--- src/rtl/lvds_ser_pkg.sv ---
package lvds_ser_pkg;
    localparam int SLOTS  = 7;                 // slots per pixel period
    localparam int LANES  = 4;                 // data lanes at full width
    localparam int CW     = 8;                 // colour component width
    localparam int MAP_W  = 6;                 // component width per lane group
    localparam int SLOT_W = $clog2(SLOTS);

    typedef enum logic [1:0] {
        FMT_18  = 2'b00,
        FMT_24A = 2'b01,
        FMT_24B = 2'b10,
        FMT_RSV = 2'b11
    } fmt_e;

    typedef struct packed {
        logic [CW-1:0] red;
        logic [CW-1:0] grn;
        logic [CW-1:0] blu;
        logic          hs;
        logic          vs;
        logic          de;
    } pix_t;

    // bit i is the clock lane level in slot i
    localparam logic [SLOTS-1:0] CLK_PAT = 7'b1100011;
endpackage

--- src/rtl/lvds_pix_hold.sv ---
// Pixel holding register.
// Captures the pixel and control inputs on each strobe and raises a sticky
// flag once the first strobe after reset has been seen.
// Assumes pix_stb is synchronous to clk.
module lvds_pix_hold
    import lvds_ser_pkg::*;
(
    input  logic clk,
    input  logic rst_n,
    input  logic stb,
    input  pix_t pix_d,
    output pix_t pix_q,
    output logic seen
);
    // capture on strobe, remember that a strobe has arrived
    always_ff @(posedge clk) begin
        if (!rst_n) begin
            pix_q <= '0;
            seen  <= 1'b0;
        end else if (stb) begin
            pix_q <= pix_d;
            seen  <= 1'b1;
        end
    end
endmodule

--- src/rtl/lvds_slot_map.sv ---
// Slot mapper (combinational).
// Arranges one held pixel into a 7-bit word per lane for the selected format.
// Word bit i is the value of slot i. Lane 3 is zero in the 18-bit format.
module lvds_slot_map
    import lvds_ser_pkg::*;
(
    input  fmt_e                           fmt,
    input  pix_t                           pix,
    output logic [LANES-1:0][SLOTS-1:0]    words
);
    // lane 0: green lsb, then red msb down to lsb
    function automatic logic [SLOTS-1:0] map_l0(logic [MAP_W-1:0] r6, logic [MAP_W-1:0] g6);
        logic [SLOTS-1:0] w;
        w[0] = g6[0];
        for (int k = 1; k < SLOTS; k++) w[k] = r6[MAP_W-k];
        return w;
    endfunction

    // lane 1: two blue lsbs, then green msb down to bit 1
    function automatic logic [SLOTS-1:0] map_l1(logic [MAP_W-1:0] g6, logic [MAP_W-1:0] b6);
        logic [SLOTS-1:0] w;
        w[0] = b6[1];
        w[1] = b6[0];
        for (int k = 2; k < SLOTS; k++) w[k] = g6[MAP_W+1-k];
        return w;
    endfunction

    // lane 2: control flags, then blue msb down to bit 2
    function automatic logic [SLOTS-1:0] map_l2(logic hs, logic vs, logic de, logic [MAP_W-1:0] b6);
        logic [SLOTS-1:0] w;
        w[0] = de;
        w[1] = vs;
        w[2] = hs;
        for (int k = 3; k < SLOTS; k++) w[k] = b6[MAP_W+2-k];
        return w;
    endfunction

    // lane 3: constant zero flag, then blue, green, red bit pairs
    function automatic logic [SLOTS-1:0] map_l3(logic [1:0] rp, logic [1:0] gp, logic [1:0] bp);
        return {rp[0], rp[1], gp[0], gp[1], bp[0], bp[1], 1'b0};
    endfunction

    logic [MAP_W-1:0] r6, g6, b6;
    logic             low_grp;

    // choose which six bits feed lanes 0 to 2
    always_comb begin
        low_grp = (fmt == FMT_24B);
        r6 = low_grp ? pix.red[MAP_W-1:0] : pix.red[CW-1 -: MAP_W];
        g6 = low_grp ? pix.grn[MAP_W-1:0] : pix.grn[CW-1 -: MAP_W];
        b6 = low_grp ? pix.blu[MAP_W-1:0] : pix.blu[CW-1 -: MAP_W];
    end

    // build the four lane words
    always_comb begin
        words[0] = map_l0(r6, g6);
        words[1] = map_l1(g6, b6);
        words[2] = map_l2(pix.hs, pix.vs, pix.de, b6);
        case (fmt)
            FMT_24A: words[3] = map_l3(pix.red[1:0], pix.grn[1:0], pix.blu[1:0]);
            FMT_24B: words[3] = map_l3(pix.red[CW-1 -: 2], pix.grn[CW-1 -: 2], pix.blu[CW-1 -: 2]);
            default: words[3] = '0;
        endcase
    end
endmodule

--- src/rtl/lvds_lane_ser.sv ---
// Lane serializer.
// Holds one word per lane and a shared slot counter. It starts on the first
// edge after a strobe has been captured and reloads at every slot-0 boundary.
// Assumes strobes arrive every SLOTS cycles, in step with the counter.
module lvds_lane_ser
    import lvds_ser_pkg::*;
(
    input  logic                         clk,
    input  logic                         rst_n,
    input  logic                         seen,
    input  logic                         mirror,
    input  logic [LANES-1:0][SLOTS-1:0]  words_in,
    output logic                         running,
    output logic [SLOT_W-1:0]            slot,
    output logic [LANES-1:0][SLOTS-1:0]  word_q,
    output logic [LANES-1:0]             lane_out,
    output logic                         clk_lane
);
    localparam logic [SLOT_W-1:0] LAST = SLOT_W'(SLOTS - 1);

    logic [SLOT_W-1:0] sel;

    // slot counter, start control and word reload
    always_ff @(posedge clk) begin
        if (!rst_n) begin
            running <= 1'b0;
            slot    <= '0;
            word_q  <= '0;
        end else if (!running) begin
            if (seen) begin
                running <= 1'b1;
                slot    <= '0;
                word_q  <= words_in;
            end
        end else if (slot == LAST) begin
            slot   <= '0;
            word_q <= words_in;
        end else begin
            slot <= slot + 1'b1;
        end
    end

    // bit index inside each word, reversed when mirrored
    always_comb sel = mirror ? (LAST - slot) : slot;

    // per-lane output bit
    for (genvar i = 0; i < LANES; i++) begin : g_lane
        assign lane_out[i] = running & word_q[i][sel];
    end

    // clock lane follows the fixed pattern on the same counter
    assign clk_lane = running & CLK_PAT[slot];
endmodule

--- src/rtl/lvds_pix_ser.sv ---
// Parallel-RGB to seven-slot lane serializer, top level.
// Samples the format and mirror settings while reset is low. Captures pixels
// on pix_stb, maps them to lane words and shifts them out one slot per clock.
// Assumes clk_fast runs at seven times the pixel rate.
module lvds_pix_ser
    import lvds_ser_pkg::*;
(
    input  logic             clk_fast,
    input  logic             rst_n,
    input  logic             pix_stb,
    input  logic [CW-1:0]    red_in,
    input  logic [CW-1:0]    grn_in,
    input  logic [CW-1:0]    blu_in,
    input  logic             hsync_in,
    input  logic             vsync_in,
    input  logic             de_in,
    input  logic [1:0]       fmt_sel,
    input  logic             mirror_in,
    output logic [LANES-1:0] lane_out,
    output logic             clk_lane
);
    fmt_e                         cfg_fmt;
    logic                         cfg_mirror;
    pix_t                         pix_d, pix_q;
    logic                         seen;
    logic [LANES-1:0][SLOTS-1:0]  words;
    logic [LANES-1:0][SLOTS-1:0]  word_q;
    logic                         ser_run;
    logic [SLOT_W-1:0]            ser_slot;

    // static settings, taken only while in reset
    always_ff @(posedge clk_fast) begin
        if (!rst_n) begin
            cfg_fmt    <= fmt_e'(fmt_sel);
            cfg_mirror <= mirror_in;
        end
    end

    // gather the pixel inputs
    always_comb pix_d = '{red: red_in, grn: grn_in, blu: blu_in,
                          hs: hsync_in, vs: vsync_in, de: de_in};

    lvds_pix_hold u_hold (
        .clk   (clk_fast),
        .rst_n (rst_n),
        .stb   (pix_stb),
        .pix_d (pix_d),
        .pix_q (pix_q),
        .seen  (seen)
    );

    lvds_slot_map u_map (
        .fmt   (cfg_fmt),
        .pix   (pix_q),
        .words (words)
    );

    lvds_lane_ser u_ser (
        .clk      (clk_fast),
        .rst_n    (rst_n),
        .seen     (seen),
        .mirror   (cfg_mirror),
        .words_in (words),
        .running  (ser_run),
        .slot     (ser_slot),
        .word_q   (word_q),
        .lane_out (lane_out),
        .clk_lane (clk_lane)
    );
endmodule

--- config.mk ---
export PLATFORM = sky130hd
export DESIGN_NAME = lvds_pix_ser
export DESIGN_NICKNAME = d
export VERILOG_FILES = /design/src/rtl/lvds_ser_pkg.sv /design/src/rtl/lvds_pix_hold.sv /design/src/rtl/lvds_slot_map.sv /design/src/rtl/lvds_lane_ser.sv /design/src/rtl/lvds_pix_ser.sv
export SDC_FILE = /design/constraint.sdc
export NUM_CORES = 1
export LEC_CHECK = 0
export BUFFER_PORTS_ARGS = -buffer_cell sky130_fd_sc_hd__buf_4
export CORE_MARGIN = 2
export CORE_UTILIZATION = 50
export CTS_CLUSTER_SIZE = 28
export DETAILED_ROUTE_END_ITERATION = 6
export GPL_TIMING_DRIVEN = 0
export PLACE_DENSITY = 0.71
export SYNTH_ARGS = -nofsm -noshare
export SYNTH_HDL_FRONTEND = slang
export SYNTH_SLANG_ARGS = --single-unit
--- constraint.sdc ---
create_clock -name clk_fast -period 4.7 [get_ports clk_fast]
set_clock_uncertainty 0.05 [all_clocks]
set_input_delay 0.94 -clock clk_fast [delete_from_list [all_inputs] [get_ports clk_fast]]
set_output_delay 0.94 -clock clk_fast [all_outputs]
set_load 0.01 [all_outputs]
* Word level (Yosys, flattened, before mapping)
Memory sizes are Yosys's and may differ from the RTL's. A register that Yosys moved wholly into a read port is not among the register bits.
Index checks and enable logic that the tools add are counted.
** Cells by class
- Mux-type cells :: 24
- Magnitude comparators :: 2
- Eq/ne operators :: 4
- Bitwise gates (word level) :: 5
- Add/sub/neg operators :: 2
- Reductions and logical operators :: 2
** Operator list (number)
- two-way mux 28 bit :: 3
- two-way mux 3 bit :: 6
- two-way mux 6 bit :: 3
- one-hot mux 7 bit (2 select lines) :: 1
- binary-select mux 1 bit (select 3 bit) :: 4
- less-than comparator 3 x 4 -> 1 bit (second input constant) :: 2
- two-way mux 1 bit :: 7
- AND 1 bit :: 5
- adder 3 x 1 -> 3 bit (second input constant) :: 1
- equality test 3 bit (second input constant) :: 1
- subtractor 3 bit (first input constant) :: 1
- equality test 2 x 1 -> 1 bit (second input constant) :: 1
- equality test 2 bit (second input constant) :: 1
- inequality test 2 bit (second input constant) :: 1
- AND reduction 2 bit :: 1
- nonzero test 2 bit :: 1
** Word-level totals
- Word-level logic and storage cells :: 55
- Bits in read-only memories :: 8
- Memories :: 1
- Output and inout bits :: 5
- Register bits :: 63
- Bits of input ports :: 33
** Memories
- (no name shown) :: depth 8, width 1, read ports 1, clocked after memory_dff 1, write ports 0, RTL line lvds_lane_ser.sv:52 : assign clk_lane = running & CLK_PAT[slot];

* Depth between registers and ports, before layout
- Depth after elaboration :: 5
- Gate-level depth with buffers :: 9
- Mapped depth without buffers :: 6

* Cells and area by module
Synthesis repeated with hierarchy kept, for this count alone.
** Second synthesis, totals
- Cells, all modules :: 328
- Area total of the unflattened synthesis :: 3210.6 um2
** By module, submodules not included
- lvds_lane_ser :: times used 1, cells each 194, sequential area each 660.6 um2, area each 1666.6 um2
- lvds_pix_hold :: times used 1, cells each 88, sequential area each 560.5 um2, area each 1066.0 um2
- lvds_slot_map :: times used 1, cells each 42, sequential area each 0.0 um2, area each 384.1 um2
- lvds_pix_ser :: times used 1, cells each 4, sequential area each 90.1 um2, area each 93.8 um2

* Least setup slack after synthesis
No wires, ideal clock.
- Kind :: reg-to-output
- Start :: reg u_ser.slot[0]
- End :: out lane_out[0]
- Stages on the path, launching flop included :: 8
- Arrival :: 2.296 ns
- Buffers on the path :: 2
- Slack :: 1.414 ns
- Data required time :: 3.710 ns
- Cell sequence :: dfxtp_1 > clkbuf_1 > buf_1 > inv_1 > ha_1 > mux2i_4 > mux2_2 > o311a_1
** Between the ends
- Cells in the longest elaborated chain, start to end :: 5
** Ends and longest elaborated chain
- start, declared :: RTL line lvds_lane_ser.sv:14 : output logic [SLOT_W-1:0] slot,
- start signal, assigned :: RTL line lvds_lane_ser.sv:39 : slot <= slot + 1'b1;
- subtractor 3 bit :: RTL line lvds_lane_ser.sv:44 : always_comb sel = mirror ? (LAST - slot) : slot;
- two-way mux 3 bit (*) :: RTL line lvds_lane_ser.sv:44
- binary-select mux 1 bit (select 3 bit) (*) :: RTL line lvds_lane_ser.sv:48 : assign lane_out[i] = running & word_q[i][sel];
- two-way mux 1 bit (not written as such) (*) :: RTL line lvds_lane_ser.sv:48
- AND 1 bit (*) :: RTL line lvds_lane_ser.sv:48
- end, declared :: RTL line lvds_pix_ser.sv:19 : output logic [LANES-1:0] lane_out,
Every way passes the cells marked *; elsewhere a longest branch is shown, timed or not. The select of a mux whose other input is x is not followed.

* Worst setup path after layout
- Start :: reg u_ser.slot[0]
- End :: out lane_out[1]
Same word-level chain as after synthesis.

==> results.md <==
- Design Power: 1.32 mW
- CP Launch Point: u_ser.slot[0]
- Clock-pin transition on the worst setup and hold timing paths: 0.07 ns
- Number of global-route vias before repair: 2100
- Number of inserted diodes: 0
- CTS sink cnt: 63
- Cts bufs inserted: 9
- Worst setup EP type: output pin
- Drt via density: 5.40
- Number of warnings reported in the yosys synthesis log: 0
- Total number of placement rows: 27
- Global placer's final weighted congestion: 0.785
- Max-cap violation count: 0
- FF+latch count, synth: 63
- CP Capture Point: lane_out[1]
- Number of post-CTS setup repair buffers: 0
- Clock tree from TritonCTS: built
- PD cells: 379 nW/µm²
- Global router's overall resource usage: 20.9%
- Fraction of the cycle the final worst path needs: 89.1%
- Multi-input gate area in the final layout: 1440 µm²
- Worst reg2reg setup slack: 2.13 ns
- Buffers on Ports: 36
- Violation count after the first detailed-routing iteration: 137
- Number of unique standard cell types used by synthesis: 39
- Synthesis-to-finish area growth: 20.8%
- Cell area after synthesis: 2880 µm²
- Final standard cell area without fillers: 3480 µm²
- Final Instance Count excl. Fillers: 420
- Lkg Pwr: 1.48 nW
- Final ANT Viol Nets: 0
- Count of cells along the worst register-to-register path: 8
- Most area-consuming cells after synthesis: sky130_fd_sc_hd__dfxtp_1, sky130_fd_sc_hd__mux2i_1, sky130_fd_sc_hd__nor2_1
- Total via count after detailed routing: 2267
- Max-slew headroom: 55.2%
- Setup slack after layout: 0.514 ns
- Sequential element share of the synthesized area: 44.9%
- Hold Buf Count CTS: 0
- DIE AREA: 6380 µm²
- Root buffer selected by CTS: sky130_fd_sc_hd__clkbuf_8
- Maximum buffer depth of the clock tree: 2
- Tightest Pin Transition: 0.668 ns
- Layout fillers: 497
- DRT Wirelength: 6300 µm
- Final total negative setup slack: 0 ns
- Slew Limit Fails: 0
- Critical path data arrival time: 3.20 ns
- Post-Syn Area per Cell: 9.72 µm²
- Worst Path Required: 3.71 ns
- Ratio of cells with drive above 1 in the final layout: 21.0%
- Area of all sequential standard cells: 1290 µm²
- Library cell occupying the most area in the post-synthesis netlist: sky130_fd_sc_hd__dfxtp_1
- Gate Count Post-Synth: 296
- Type of the most critical hold path: flip-flop to flip-flop
- Worst R2R Start: u_ser.slot[0]
- Number of search-and-repair iterations in the first detailed-routing pass: 4
- RSZ-0062 raised after global routing: no
- Nets: 381
- Latest clock arrival within the worst-skew pair: 0.34 ns
- Pin count of the biggest net entering global routing: 13
- Count of boundary I/O pins: 38
- Highest achievable clock rate: 239 MHz
- First-pass GRT wire length: 10100 µm
- Most instantiated library cell after synthesis: sky130_fd_sc_hd__dfxtp_1
- Crit-path max FO: 10
- Number of hold violations in the final report: 0
- Initial Util: 51.9%
- Overall overflow remaining after global route: 0
- Max VDD drop: 0.225 mV
- Post-cts resize count: 0
- Sum of net half-perimeters after detailed placement: 4500 µm
- Worst slack after detailed placement: 0.907 ns
- Area share of the leading cell type in the synthesized netlist: 41.7%
- Initial antenna violation count: 0
- Final setup vio count: 0
- Final min period: 4.19 ns
- Residual DRC: 0
- Kind of start point of the critical path: flip-flop
- Clock H-tree levels: 3
- Syn nets: 334
- Cell area reported after detailed placement: 3240 µm²
- Proportion of synthesized flip-flops having asynchronous set or reset: 0%
- Average wire per standard cell: 15.0 µm
- Placeable core area: 5540 µm²
- Most frequent cells after synthesis: sky130_fd_sc_hd__dfxtp_1, sky130_fd_sc_hd__mux2i_1, sky130_fd_sc_hd__nor2_1
- Height of the chip: 79.9 µm
- Main flop type after synthesis: sky130_fd_sc_hd__dfxtp_1
- Post-synth EDFFs: 3
- Run status: completed
- Placed cells: 404
- Setup Crit Path Kind: flip-flop to output pin
- Overall die width: 79.9 µm
## report_power, final
group	switching (mW)	internal, mW
combinational	0.0950	0.0863
clock	0.206	0.336
sequential	0.0222	0.571
## final cells by class
type | instances | area share (%)
clock buffers | 15 | 5.98
plain buffers | 22 | 3.56
multi-input cells | 204 | 41.3
well taps | 72 | 2.59
flip-flops and latches | 63 | 37.1
repair buffers | 36 | 7.78
inverters | 7 | 0.756
clock inverters | 1 | 0.864
## sequential cells by signal, summed over array words and instances, names as in the netlist, named ones only
signal         count
u_hold.pix_q      27
cfg_fmt            2
u_ser.word_q      27
u_hold.seen        1
u_ser.slot         3
cfg_mirror         1
u_ser.running      1
## through the flow
step	hold WS, ns	utilization, %
6_report	0.403	62.7
5_1_grt	0.424	62.7
2_1_floorplan	0.377	-
4_1_cts	0.402	62.7
3_5_place_dp	0.395	58.4
3_3_place_gp	0.387	58.4
## cell usage in the layout, fill, tap and decap left out, types with 2 or more instances in the layout
master                     instances
sky130_fd_sc_hd__clkbuf_8         13
sky130_fd_sc_hd__a22oi_1           6
sky130_fd_sc_hd__nand3_1           6
sky130_fd_sc_hd__nor2b_1           2
sky130_fd_sc_hd__or3_1             6
sky130_fd_sc_hd__dfxtp_1          60
sky130_fd_sc_hd__ha_1              5
sky130_fd_sc_hd__a31oi_1           4
sky130_fd_sc_hd__buf_2             9
sky130_fd_sc_hd__clkbuf_1          8
sky130_fd_sc_hd__o311a_1           4
sky130_fd_sc_hd__o211ai_1          5
sky130_fd_sc_hd__a21oi_1          11
sky130_fd_sc_hd__nor3b_1           2
sky130_fd_sc_hd__mux2_2            3
sky130_fd_sc_hd__o21ai_0           4
sky130_fd_sc_hd__inv_1             6
sky130_fd_sc_hd__buf_4            39
sky130_fd_sc_hd__nor2_1           49
sky130_fd_sc_hd__edfxtp_1          3
sky130_fd_sc_hd__a211oi_1         18
sky130_fd_sc_hd__nand2_1          14
sky130_fd_sc_hd__mux2i_1          52
## worst max-delay path, cell delays in order (launching register included)
cell                       delay [ns]
sky130_fd_sc_hd__dfxtp_1         0.41
sky130_fd_sc_hd__clkbuf_1        0.35
sky130_fd_sc_hd__buf_1           0.42
sky130_fd_sc_hd__inv_1           0.09
sky130_fd_sc_hd__ha_1            0.34
sky130_fd_sc_hd__mux2i_4         0.35
sky130_fd_sc_hd__buf_8           0.20
sky130_fd_sc_hd__mux2i_1         0.25
sky130_fd_sc_hd__o211ai_1        0.11
sky130_fd_sc_hd__o311a_1         0.17
sky130_fd_sc_hd__buf_4           0.15
## worst min path at each step
stage	end	slack, ns	from	depth (start not counted)
after floorplan	u_ser.word_q[23]	0.38	u_ser.word_q[23]	2
after global placement	u_ser.word_q[14]	0.39	u_ser.word_q[14]	2
after detailed placement	u_ser.word_q[25]	0.40	u_ser.word_q[25]	2
after CTS	u_ser.word_q[25]	0.40	u_ser.word_q[25]	2
after global routing	u_ser.word_q[25]	0.42	u_ser.word_q[25]	2
final	u_ser.word_q[25]	0.40	u_ser.word_q[25]	2
## cells by family after synthesis
logic type,count (synthesis),synth area share [%]
xor gates and xnor gates,2,0.609
adders and majority gates,5,2.17
buffers and inverters,29,5.22
and+or+nand+nor,84,13.0
AOI/OAI and AO/OA,57,14.1
muxes,56,20.0
DFF,63,44.9
## per-layer routing
layer	track usage (%)	share of wire [%]	vias up	wire length [µm]
li1	-	-	1145	-
met1	28.7	48	1061	3040
met2	32.4	46	53	2910
met3	3.73	4.2	8	267
met4	9.15	1.3	0	80
met5	0	0	-	0
No activity file was read; power rests on OpenSTA's default activity.
